## config.mk

```make
export PLATFORM = sky130hd
export DESIGN_NAME = fault_confine_ctrl
export DESIGN_NICKNAME = d
export VERILOG_FILES = /design/src/rtl/fc_pkg.sv /design/src/rtl/fc_counter.sv /design/src/rtl/fc_level_decode.sv /design/src/rtl/fc_flag_regs.sv /design/src/rtl/fault_confine_ctrl.sv
export SDC_FILE = /design/constraint.sdc
export NUM_CORES = 1
export LEC_CHECK = 0
export BUFFER_PORTS_ARGS = -buffer_cell sky130_fd_sc_hd__buf_2
export CORE_MARGIN = 8
export CORE_UTILIZATION = 55
export DETAILED_ROUTE_END_ITERATION = 7
export PLACE_DENSITY = 0.82
export SLEW_MARGIN = 20
export SYNTH_ARGS = -nofsm -noshare
export SYNTH_HDL_FRONTEND = slang
export SYNTH_SLANG_ARGS = --single-unit
export TNS_END_PERCENT = 20
```

## constraint.sdc

```tcl
create_clock -name clk -period 4 [get_ports clk]
set_input_delay 0.6 -clock clk [delete_from_list [all_inputs] [get_ports clk]]
set_output_delay 0.6 -clock clk [all_outputs]
set_load 0.05 [all_outputs]
```

## src/rtl/fc_pkg.sv

```systemverilog
package fc_pkg;

  typedef enum logic [1:0] {
    FC_ACTIVE  = 2'b00,
    FC_PASSIVE = 2'b01,
    FC_CUTOFF  = 2'b10
  } fc_level_e;

  // Classify a level against two thresholds; the higher threshold wins.
  function automatic fc_level_e fc_classify(input int unsigned level,
                                            input int unsigned passive_at,
                                            input int unsigned cutoff_at);
    if (level >= cutoff_at)       return FC_CUTOFF;
    else if (level >= passive_at) return FC_PASSIVE;
    else                          return FC_ACTIVE;
  endfunction

endpackage

```

## src/rtl/fc_counter.sv

```systemverilog
module fc_counter #(
  parameter int CNT_W = 9
) (
  input  logic             clk,
  input  logic             rst,
  input  logic             bump,
  input  logic             clear,
  output logic [CNT_W-1:0] count,
  output logic             at_ceiling
);
  localparam logic [CNT_W-1:0] CEIL = {CNT_W{1'b1}};

  assign at_ceiling = (count == CEIL);

  always_ff @(posedge clk) begin
    if (rst || clear)
      count <= '0;
    else if (bump && !at_ceiling)
      count <= count + CNT_W'(1);
  end
endmodule

```

## src/rtl/fc_level_decode.sv

```systemverilog
module fc_level_decode
  import fc_pkg::*;
#(
  parameter int CNT_W      = 9,
  parameter int PASSIVE_AT = 127,
  parameter int CUTOFF_AT  = 256
) (
  input  logic [CNT_W-1:0] cnt_a,
  input  logic [CNT_W-1:0] cnt_b,
  output logic [CNT_W-1:0] worst,
  output fc_level_e        level
);
  assign worst = (cnt_a >= cnt_b) ? cnt_a : cnt_b;

  always_comb begin
    level = fc_classify(int'(unsigned'(worst)), PASSIVE_AT, CUTOFF_AT);
  end
endmodule

```

## src/rtl/fc_flag_regs.sv

```systemverilog
module fc_flag_regs
  import fc_pkg::*;
(
  input  logic      clk,
  input  logic      rst,
  input  fc_level_e level,
  output logic      tx_permit,
  output logic      restricted
);
  always_ff @(posedge clk) begin
    if (rst) begin
      tx_permit  <= 1'b1;
      restricted <= 1'b0;
    end else begin
      tx_permit  <= (level != FC_CUTOFF);
      restricted <= (level == FC_PASSIVE);
    end
  end
endmodule

```

## src/rtl/fault_confine_ctrl.sv

```systemverilog
module fault_confine_ctrl
  import fc_pkg::*;
#(
  parameter int CNT_W      = 9,
  parameter int PASSIVE_AT = 127,
  parameter int CUTOFF_AT  = 256
) (
  input  logic             clk,
  input  logic             rst,
  input  logic             tx_fault,
  input  logic             rx_fault,
  input  logic             clr_counts,
  output logic [CNT_W-1:0] tx_count,
  output logic [CNT_W-1:0] rx_count,
  output logic [1:0]       conf_state,
  output logic             tx_permit,
  output logic             restricted
);
  localparam int NUM_CNT = 2;

  logic [NUM_CNT-1:0]             bump_vec;
  logic [NUM_CNT-1:0]             ceil_vec;
  logic [NUM_CNT-1:0][CNT_W-1:0]  cnt_vec;
  logic [CNT_W-1:0]               worst_cnt;
  fc_level_e                      level;

  // Named internal events for the checker.
  logic tx_at_ceiling;
  logic rx_at_ceiling;

  assign bump_vec = {rx_fault, tx_fault};

  for (genvar i = 0; i < NUM_CNT; i++) begin : g_cnt
    fc_counter #(.CNT_W(CNT_W)) u_cnt (
      .clk        (clk),
      .rst        (rst),
      .bump       (bump_vec[i]),
      .clear      (clr_counts),
      .count      (cnt_vec[i]),
      .at_ceiling (ceil_vec[i])
    );
  end

  assign tx_count      = cnt_vec[0];
  assign rx_count      = cnt_vec[1];
  assign tx_at_ceiling = ceil_vec[0];
  assign rx_at_ceiling = ceil_vec[1];

  fc_level_decode #(
    .CNT_W      (CNT_W),
    .PASSIVE_AT (PASSIVE_AT),
    .CUTOFF_AT  (CUTOFF_AT)
  ) u_dec (
    .cnt_a (tx_count),
    .cnt_b (rx_count),
    .worst (worst_cnt),
    .level (level)
  );

  assign conf_state = level;

  fc_flag_regs u_flags (
    .clk        (clk),
    .rst        (rst),
    .level      (level),
    .tx_permit  (tx_permit),
    .restricted (restricted)
  );
endmodule

```

==> flow_metrics.tcl, run 1 <==
set metrics [dict create \
    status "completed" \
    die_y_um 61.35 \
    drive_above_1_share_pct 20.25 \
    synthSimpleGateAreaFrac_pct 23.45 \
    worst_setup_path_start_kind "register" \
    cts_root_buf "clkbuf_4" \
    whs_path_depth 2 \
    io_pins 27 \
    ir_drop_uv 183.4 \
    critPathCaptureType "output pin" \
    start_util_pct 58.25 \
    use_met1_pct 16.92 \
    cts_tree "yes" \
    avgSynthCellArea_um2 8.504 \
    avgRoutedWirePerCell_um 13.05 \
    rsz0062_at_grt "no" \
    syn_area_um2 1131 \
    cts_num_sinks 20 \
    hold_viol 0 \
    grt_pass1_vias 993 \
    leakage_nw 0.6157 \
    die-area_um2 3764 \
    setup_tns_ps 0 \
    power_density_nw_per_um2 245.2 \
    critical_path_class "reg -> out" \
    yosysSeqAreaShare_pct 35.40 \
    hold_buffers 0 \
    std_cell_rows 16 \
    clk_latency_ps 300 \
    hpwlAfterDp_mm 1.881 \
    hold_class "reg -> reg" \
    synth_compound_area_share_pct 5.752 \
    grt_pass1_wl_mm 4.209 \
    cts.clk_slew.worst_paths_ps 100 \
    cp.arrival_ps 2400 \
    yosys-mux-area-fraction_pct 5.642 \
    synth_top_family_by_area "simple AND/OR/NAND/NOR gates" \
    cp.depth 8 \
    slowest_delay_ps 440 \
    power.total_uw 318.7 \
    routed_wl_mm 2.414 \
    synthAdderAreaFrac_pct 14.38 \
    worstPathRequired_ps 3400 \
    fill_cells 181 \
    ys_seq_elements 20 \
    fin_crit_sh_pct 74.91 \
    htreeDepth 1 \
    synthXorXnorAreaFrac_pct 10.84 \
    finalSetupViolations 0 \
    ctsResizeCount 0 \
    slowest_stage "dfxtp_1" \
    worst_slack_ps 1004 \
    r2r_cells 9 \
    route.vias.total 1007 \
    fmax_mhz 333.7 \
    use_met2_pct 24.48 \
    critPathMaxFanout 6 \
    busiest_layer "met2" \
    die_w_um 61.35 \
    clock_skew_ps 3.288 \
    netlist_instances 133 \
    num_antenna_cells 0 \
    antenna_found_initial 0 \
    numCtsBuffers 3 \
    finalMaxSlewViolations 0 \
    ys_warn_count 0 \
    crit_family "compound AO/OA/AOI/OAI gates" \
    gr-total-overflow 0 \
    tightest_slew_ps 617.3 \
    grt_util_all_layers_pct 14.32 \
    drt_iter0_markers 45 \
    first_pass_iters 5 \
    vias_per_cell 5.443 \
    hold_slack_ps 581.6 \
    drc 0 \
    post-route-min-period_ps 2996 \
    grt.met3_usage_pct 2.505 \
    areaGrowthSynthToFinish_pct 14.93 \
    drtAntennaViolNets 0 \
    syn_nets 151 \
    dp_slack_ps 1346 \
    gp_congestion 0.7932 \
    max_cap_violations 0 \
    slew_headroom_pct 58.76 \
    cts_setup_buffers 0 \
    grt_max_degree 19 \
    path_cells "inv_1 -> ha_1 -> nand2b_1 -> a41o_1 -> a211oi_2 -> o21ai_2 -> mux2_1 -> buf_2" \
    fp.coreArea_um2 1942 \
    path_buf_inv 2 \
    ctsLongestPathBuffers 2 \
    postLayoutCoreUtil_pct 66.95 \
    layout.nets 178 \
    synth.distinct_cells 24 \
    portBuffers 26 \
]
==> worst min-delay path: cells and delay by family, from the launching register on <==
family / cells / cell delay (ps)
XOR/XNOR: 1 / 160
flip-flops: 1 / 350
AND/OR/NAND/NOR: 1 / 40
==> synth_stat cells, drive strengths merged <==
cell type	n	area share (%)
a211oi	2	1.8
a21oi	4	1.8
a31oi	1	0.55
a41o	1	0.88
and3	4	2.2
buf	2	0.88
clkbuf	2	0.66
dfxtp	20	35
ha	13	14
inv	9	3.0
mux2	3	3.0
mux2i	3	2.7
nand2	7	2.3
nand2b	2	1.1
nand3	2	0.88
nand4	6	3.3
nor2	29	9.6
nor2b	3	1.7
nor3	4	1.8
o21ai	1	0.77
or2	1	0.55
xnor2	8	6.2
xor2	6	4.6
==> routing by layer <==
metal	vias to the layer above	routed length [µm]
met5	-	0
met4	0	37
met3	7	164
met2	29	1112
met1	473	1099
li1	498	-
==> final cells by class <==
type	count	area, µm²	area share (%)
clock buffers	3	22.52	1.732
inverters	9	33.78	2.599
multi-input cells	100	679.4	52.26
flip-flops and latches	20	400.4	30.80
well taps	27	33.78	2.599
repair buffers	26	130.1	10.01
==> through the flow <==
stage	instances	cell area (µm²)
after floorplan	133	1131
after global placement	182	1277
after detailed placement	182	1277
after CTS	185	1300
after global routing	185	1300
final	185	1300
==> worst paths after layout <==
path                           start  slack [ps]                      end
max          g_cnt[0].u_cnt.count[0]        1000            conf_state[1]
min          g_cnt[1].u_cnt.count[5]         580  g_cnt[1].u_cnt.count[5]
max reg2reg  g_cnt[0].u_cnt.count[3]        1720  g_cnt[0].u_cnt.count[5]
min reg2reg  g_cnt[1].u_cnt.count[5]         580  g_cnt[1].u_cnt.count[5]
==> kinds of logic after synthesis <==
logic type | after synthesis
AND/OR/NAND/NOR | 58
multiplexers | 6
adder cells (fa/ha/maj) | 13
XOR/XNOR | 14
flip-flops | 20
AO/OA/AOI/OAI | 9
buffers and inverters | 13
==> flip-flops by register name (all words and copies together) (netlist names) <==
register            cells
u_flags.tx_permit       1
u_flags.restricted      1
g_cnt.u_cnt.count      18
==> cells in the final DEF, fill, tap and decap left out, drive strengths merged <==
cell	count
a41o	1
nor3	4
and3	4
dfxtp	20
nor2b	3
nand2b	2
a21oi	4
or2	1
o21ai	1
nor2	29
nand4	6
mux2i	3
buf	26
mux2	3
nand3	2
xnor2	8
inv	9
a31oi	1
a211oi	2
clkbuf	3
ha	13
nand2	7
xor2	6
==> power by group <==
group	total [mW]	switching (mW)	internal [mW]
sequential	0.203	0.00210	0.200
combinational	0.0245	0.0158	0.00877
clock	0.0916	0.0565	0.0351
total	0.319	0.0744	0.244
Power figures use the tool's default switching activity.
==> run 2, diff against run 1 <==
- CORE_UTILIZATION: 55 -> 52
- PLACE_DENSITY: 0.82 -> 0.78
- clock period: 4 -> 2.8 ns (I/O delays scaled with it)
==> flow_metrics.tcl, run 2 (synthesis results as in run 1) <==
set metrics [dict create \
    status "completed" \
    fmax_mhz 373.5 \
    switchingPower_uw 104.4 \
    seqPwrFrac_pct 63.3 \
    multi_input_area_um2 679.4 \
    ir_drop_uv 167.3 \
    clk_latency_ps 290 \
    gp_congestion 0.7768 \
    fill_cells 189 \
    p_int_uw 352.4 \
    drt_iter0_markers 35 \
    finalSetupViolations 0 \
    critical_path_class "reg -> out" \
    use_met2_pct 21.60 \
    layout_common_cells "29 x nor2_1, 25 x buf_2, 18 x dfxtp_1" \
    grt.met3_usage_pct 3.584 \
    worstPathRequired_ps 2380 \
    ff_latch_area_um2 405.4 \
    drc 0 \
    hold_start "rst" \
    cts_num_sinks 20 \
    die_y_um 62.64 \
    antenna_found_initial 0 \
    grt_util_all_layers_pct 13.34 \
    hold_class "in -> reg" \
    routed_wl_mm 2.437 \
    grt_max_degree 19 \
    busiest_layer "met2" \
    vias_per_cell 5.121 \
    areaGrowthSynthToFinish_pct 18.36 \
    cts_tree "yes" \
    start_util_pct 53.18 \
    leakage_nw 0.6348 \
    power_density_nw_per_um2 341.2 \
    route.vias.total 973 \
    post-route-min-period_ps 2677 \
    ctsLongestPathBuffers 2 \
    tightest_slew_ps 341.7 \
    critPathCaptureType "output pin" \
    critPathMaxFanout 6 \
    worst_setup_path_start_kind "register" \
    layout.nets 182 \
    hold_slack_ps 451.6 \
    htreeDepth 1 \
    power.total_uw 456.8 \
    first_pass_iters 4 \
    cts_root_buf "clkbuf_4" \
    r2r-start "g_cnt[0].u_cnt.count[3]" \
    cts.clk_slew.worst_paths_ps 100 \
    fp.coreArea_um2 2127 \
    die_w_um 62.64 \
    worst_slack_ps 122.7 \
    std_cell_rows 17 \
    hpwlAfterDp_mm 1.942 \
    grt_pass1_vias 1029 \
    hold_viol 0 \
    slew_headroom_pct 77.22 \
    numCtsBuffers 3 \
    final_common_cell "nor2_1" \
    num_antenna_cells 0 \
    io_pins 27 \
    drtAntennaViolNets 0 \
    die-area_um2 3924 \
    hold_buffers 0 \
    startpoint "g_cnt[0].u_cnt.count[0]" \
    setup_tns_ps 0 \
    comb_power_share_pct 8.7 \
    avgRoutedWirePerCell_um 12.83 \
    p_sw_share_pct 22.85 \
    top_register "g_cnt.u_cnt.count" \
    fin_crit_sh_pct 95.62 \
    rsz0062_at_grt "no" \
    finalMaxSlewViolations 0 \
    max_cap_violations 0 \
    dp_slack_ps 312.2 \
    clockPowerShare_pct 28.0 \
    clock_skew_ps 5.604 \
    use_met1_pct 15.08 \
    cp.arrival_ps 2260 \
    drive_above_1_share_pct 23.46 \
    portBuffers 26 \
    grt_pass1_wl_mm 4.450 \
    largest_register_ffs 18 \
    top_regs "g_cnt.u_cnt.count: 18 flops, u_flags.restricted: 1 flops, u_flags.tx_permit: 1 flops" \
    gr-total-overflow 0 \
]
==> run 2: cell count changes in the layout (fill, tap and decap cells not counted), sizes merged <==
| cell | delta |
|---|---|
| buf | +4 |
==> run 2: cell type report <==
type	count	share of cell area, %
repair buffers	30	12.15
clock buffers	3	1.682
inverters	9	2.523
well taps	28	2.617
multi-input cells	100	50.75
flip-flops and latches	20	30.28
==> run 2: layer usage <==
metal	up-vias	wire length [µm]
met5	-	0
met3	4	131
met2	26	1179
li1	504	-
met1	439	1088
met4	0	38
==> run 2: metrics by stage <==
step	instance area, µm²	util (%)	cells
final	1339	62.94	190
after global placement	1294	60.82	185
after CTS	1318	61.94	188
after global routing	1339	62.94	190
after detailed placement	1294	60.82	185
after floorplan	1131	-	133
==> run 2: final timing paths <==
path,to,slack (ps),depth (start not counted)
worst max-delay path,conf_state[1],120,8
worst max register to register,g_cnt[0].u_cnt.count[3],760,9
worst min register to register,g_cnt[0].u_cnt.count[0],570,2
worst min-delay path,u_flags.tx_permit,450,3
==> run 2: timing repair <==
| item | 4_1_cts | 5_1_grt |
|---|---|---|
| pin swaps | 0 | 2 |
| endpoints found under the setup margin | 2 | 2 |
| resized for setup | 1 | 4 |
| buffers inserted | 0 | 2 |
| gates cloned | 0 | 0 |
==> run 2: power groups by stage <==
stage / Combinational, mW / Sequential (mW) / Clock [mW]
after floorplan: 0.0203 / 0.303 / 0
after global placement: 0.0365 / 0.296 / 0
after detailed placement: 0.0375 / 0.296 / 0
after CTS: 0.0378 / 0.290 / 0.137
after global routing: 0.0437 / 0.290 / 0.147
final: 0.0396 / 0.289 / 0.128
==> run 2: critical path, stage by stage (launching register included) <==
cell	delay (ps)
dfxtp_4	380
inv_1	50
ha_1	280
nand2b_1	140
a41o_1	240
a211oi_2	220
o21ai_2	130
mux2_1	320
buf_2	210
==> run 3, diff against run 2 <==
- CELL_PAD_IN_SITES_DETAIL_PLACEMENT: default -> 2
- CELL_PAD_IN_SITES_GLOBAL_PLACEMENT: default -> 2
- CORE_UTILIZATION: 52 -> 30
- PLACE_DENSITY: 0.78 -> 0.77
==> flow_metrics.tcl, run 3 (synthesis results as in run 1) <==
set metrics [dict create \
    ctsLongestPathBuffers 2 \
    crit_family "compound AO/OA/AOI/OAI gates" \
    critPathCaptureType "output pin" \
    path_buf_inv 2 \
    slowest_stage "dfxtp_4" \
    finalMaxSlewViolations 0 \
    fmax_mhz 381.0 \
    route.vias.total 1019 \
    power_density_nw_per_um2 394.0 \
    areaGrowthSynthToFinish_pct 24.45 \
    cts_tree "yes" \
    numCtsBuffers 3 \
    clock_skew_ps 6.217 \
    finalSetupViolations 0 \
    cts.clk_slew.worst_paths_ps 80 \
    io_pins 27 \
    post-route-min-period_ps 2625 \
    max_cap_violations 0 \
    status "completed" \
    ir_drop_uv 156.3 \
    dp_cells 205 \
    rsz0062_at_grt "no" \
    hold_viol 0 \
    top_register "g_cnt.u_cnt.count" \
    grt_max_degree 19 \
    gp_congestion 0.7539 \
    layout.nets 180 \
    cts_root_buf "clkbuf_8" \
    drtAntennaViolNets 0 \
    final_cells 209 \
    grt_pass1_wl_mm 5.547 \
    path_cells "inv_1 -> ha_1 -> nand2b_1 -> a41o_1 -> a211oi_4 -> o21ai_4 -> mux2_2 -> buf_6" \
    routed_wl_mm 3.211 \
    grt_util_all_layers_pct 11.20 \
    hold_class "in -> reg" \
    slowest_delay_ps 380 \
    slew_headroom_pct 74.53 \
    drc 0 \
    drt_iter0_markers 11 \
    cts_setup_buffers 0 \
    hpwlAfterDp_mm 2.510 \
    die_y_um 77.40 \
    antenna_found_initial 0 \
    num_antenna_cells 0 \
    cp.arrival_ps 2200 \
    layout_common_cells "29 x nor2_1, 24 x buf_2, 17 x dfxtp_1" \
    portBuffers 26 \
    start_util_pct 31.13 \
    fin_crit_sh_pct 93.74 \
    final_common_cell "nor2_1" \
    die_w_um 77.40 \
    worst_setup_path_start_kind "register" \
    worstPathRequired_ps 2380 \
    std_cell_rows 22 \
    largest_register_ffs 18 \
    tightest_slew_ps 379.7 \
    die-area_um2 5991 \
    grt_pass1_vias 1139 \
    first_pass_iters 4 \
    power.total_uw 554.6 \
    avgRoutedWirePerCell_um 15.36 \
    critPathMaxFanout 6 \
    gr-total-overflow 0 \
    cts_num_sinks 20 \
    critical_path_class "reg -> out" \
    fill_cells 443 \
    clk_latency_ps 260 \
    htreeDepth 1 \
    drive_above_1_share_pct 24.84 \
    setup_tns_ps 0 \
    vias_per_cell 4.876 \
    fp.coreArea_um2 3633 \
    top_regs "g_cnt.u_cnt.count: 18 flops, u_flags.restricted: 1 flops, u_flags.tx_permit: 1 flops" \
    leakage_nw 0.6424 \
]
run 3: cell count changes in the layout (fill, tap and decap cells not counted), sizes merged:
| cell | before | now |
|---|---|---|
| buf | 30 | 28 |
| clkbuf | 3 | 4 |
run 3: timing repair:
| action | CTS | global route |
|---|---|---|
| resized for setup | 3 | 9 |
| endpoints found under the setup margin | 2 | 2 |
| pin swaps | 1 | 2 |
| hold buffers | 0 | 0 |
run 3: final cells by class:
type                            count  area [µm²]  share of cell area (%)
Inverter                            9       33.78                   2.400
Multi-Input combinational cell    100       694.4                   49.33
Timing Repair Buffer               28       157.7                   11.20
Tap cell                           48       60.06                   4.267
Clock buffer                        4       55.05                   3.911
Sequential cell                    20       406.6                   28.89
run 3: metal layers:
layer,vias to the layer above,wire [µm],GRT usage (%)
li1,502,-,-
met1,498,1371,12.81
met2,15,1691,20.05
met3,4,111,2.650
met4,0,36,3.396
met5,-,0,0
run 3: worst min-delay path, stage by stage:
cell and delay [ps]:
buf_2 120, nor2_1 40, mux2i_1 110
run 3: report_power, final:
group          internal, mW  switching (mW)
clock network         0.125          0.0994
logic                0.0155          0.0253
registers             0.286         0.00321
total                 0.427           0.128
run 3: worst paths after layout:
path	cells after the start	from	end	slack, ps
worst max-delay path	8	g_cnt[0].u_cnt.count[0]	conf_state[1]	180
worst min register to register	2	g_cnt[0].u_cnt.count[0]	g_cnt[0].u_cnt.count[0]	560
worst max register to register	10	g_cnt[0].u_cnt.count[2]	g_cnt[0].u_cnt.count[3]	690
worst min-delay path	3	rst	u_flags.tx_permit	480
run 3: per-stage QoR:
stage	setup WS [ps]	hold slack [ps]	instance area, µm²	util, %
after floorplan	92.34	576.3	1131	-
after global placement	365.0	552.0	1319	36.29
after detailed placement	290.7	570.8	1319	36.29
after CTS	13.76	491.4	1380	37.98
after global routing	41.80	515.6	1408	38.74
final	175.2	481.6	1408	38.74
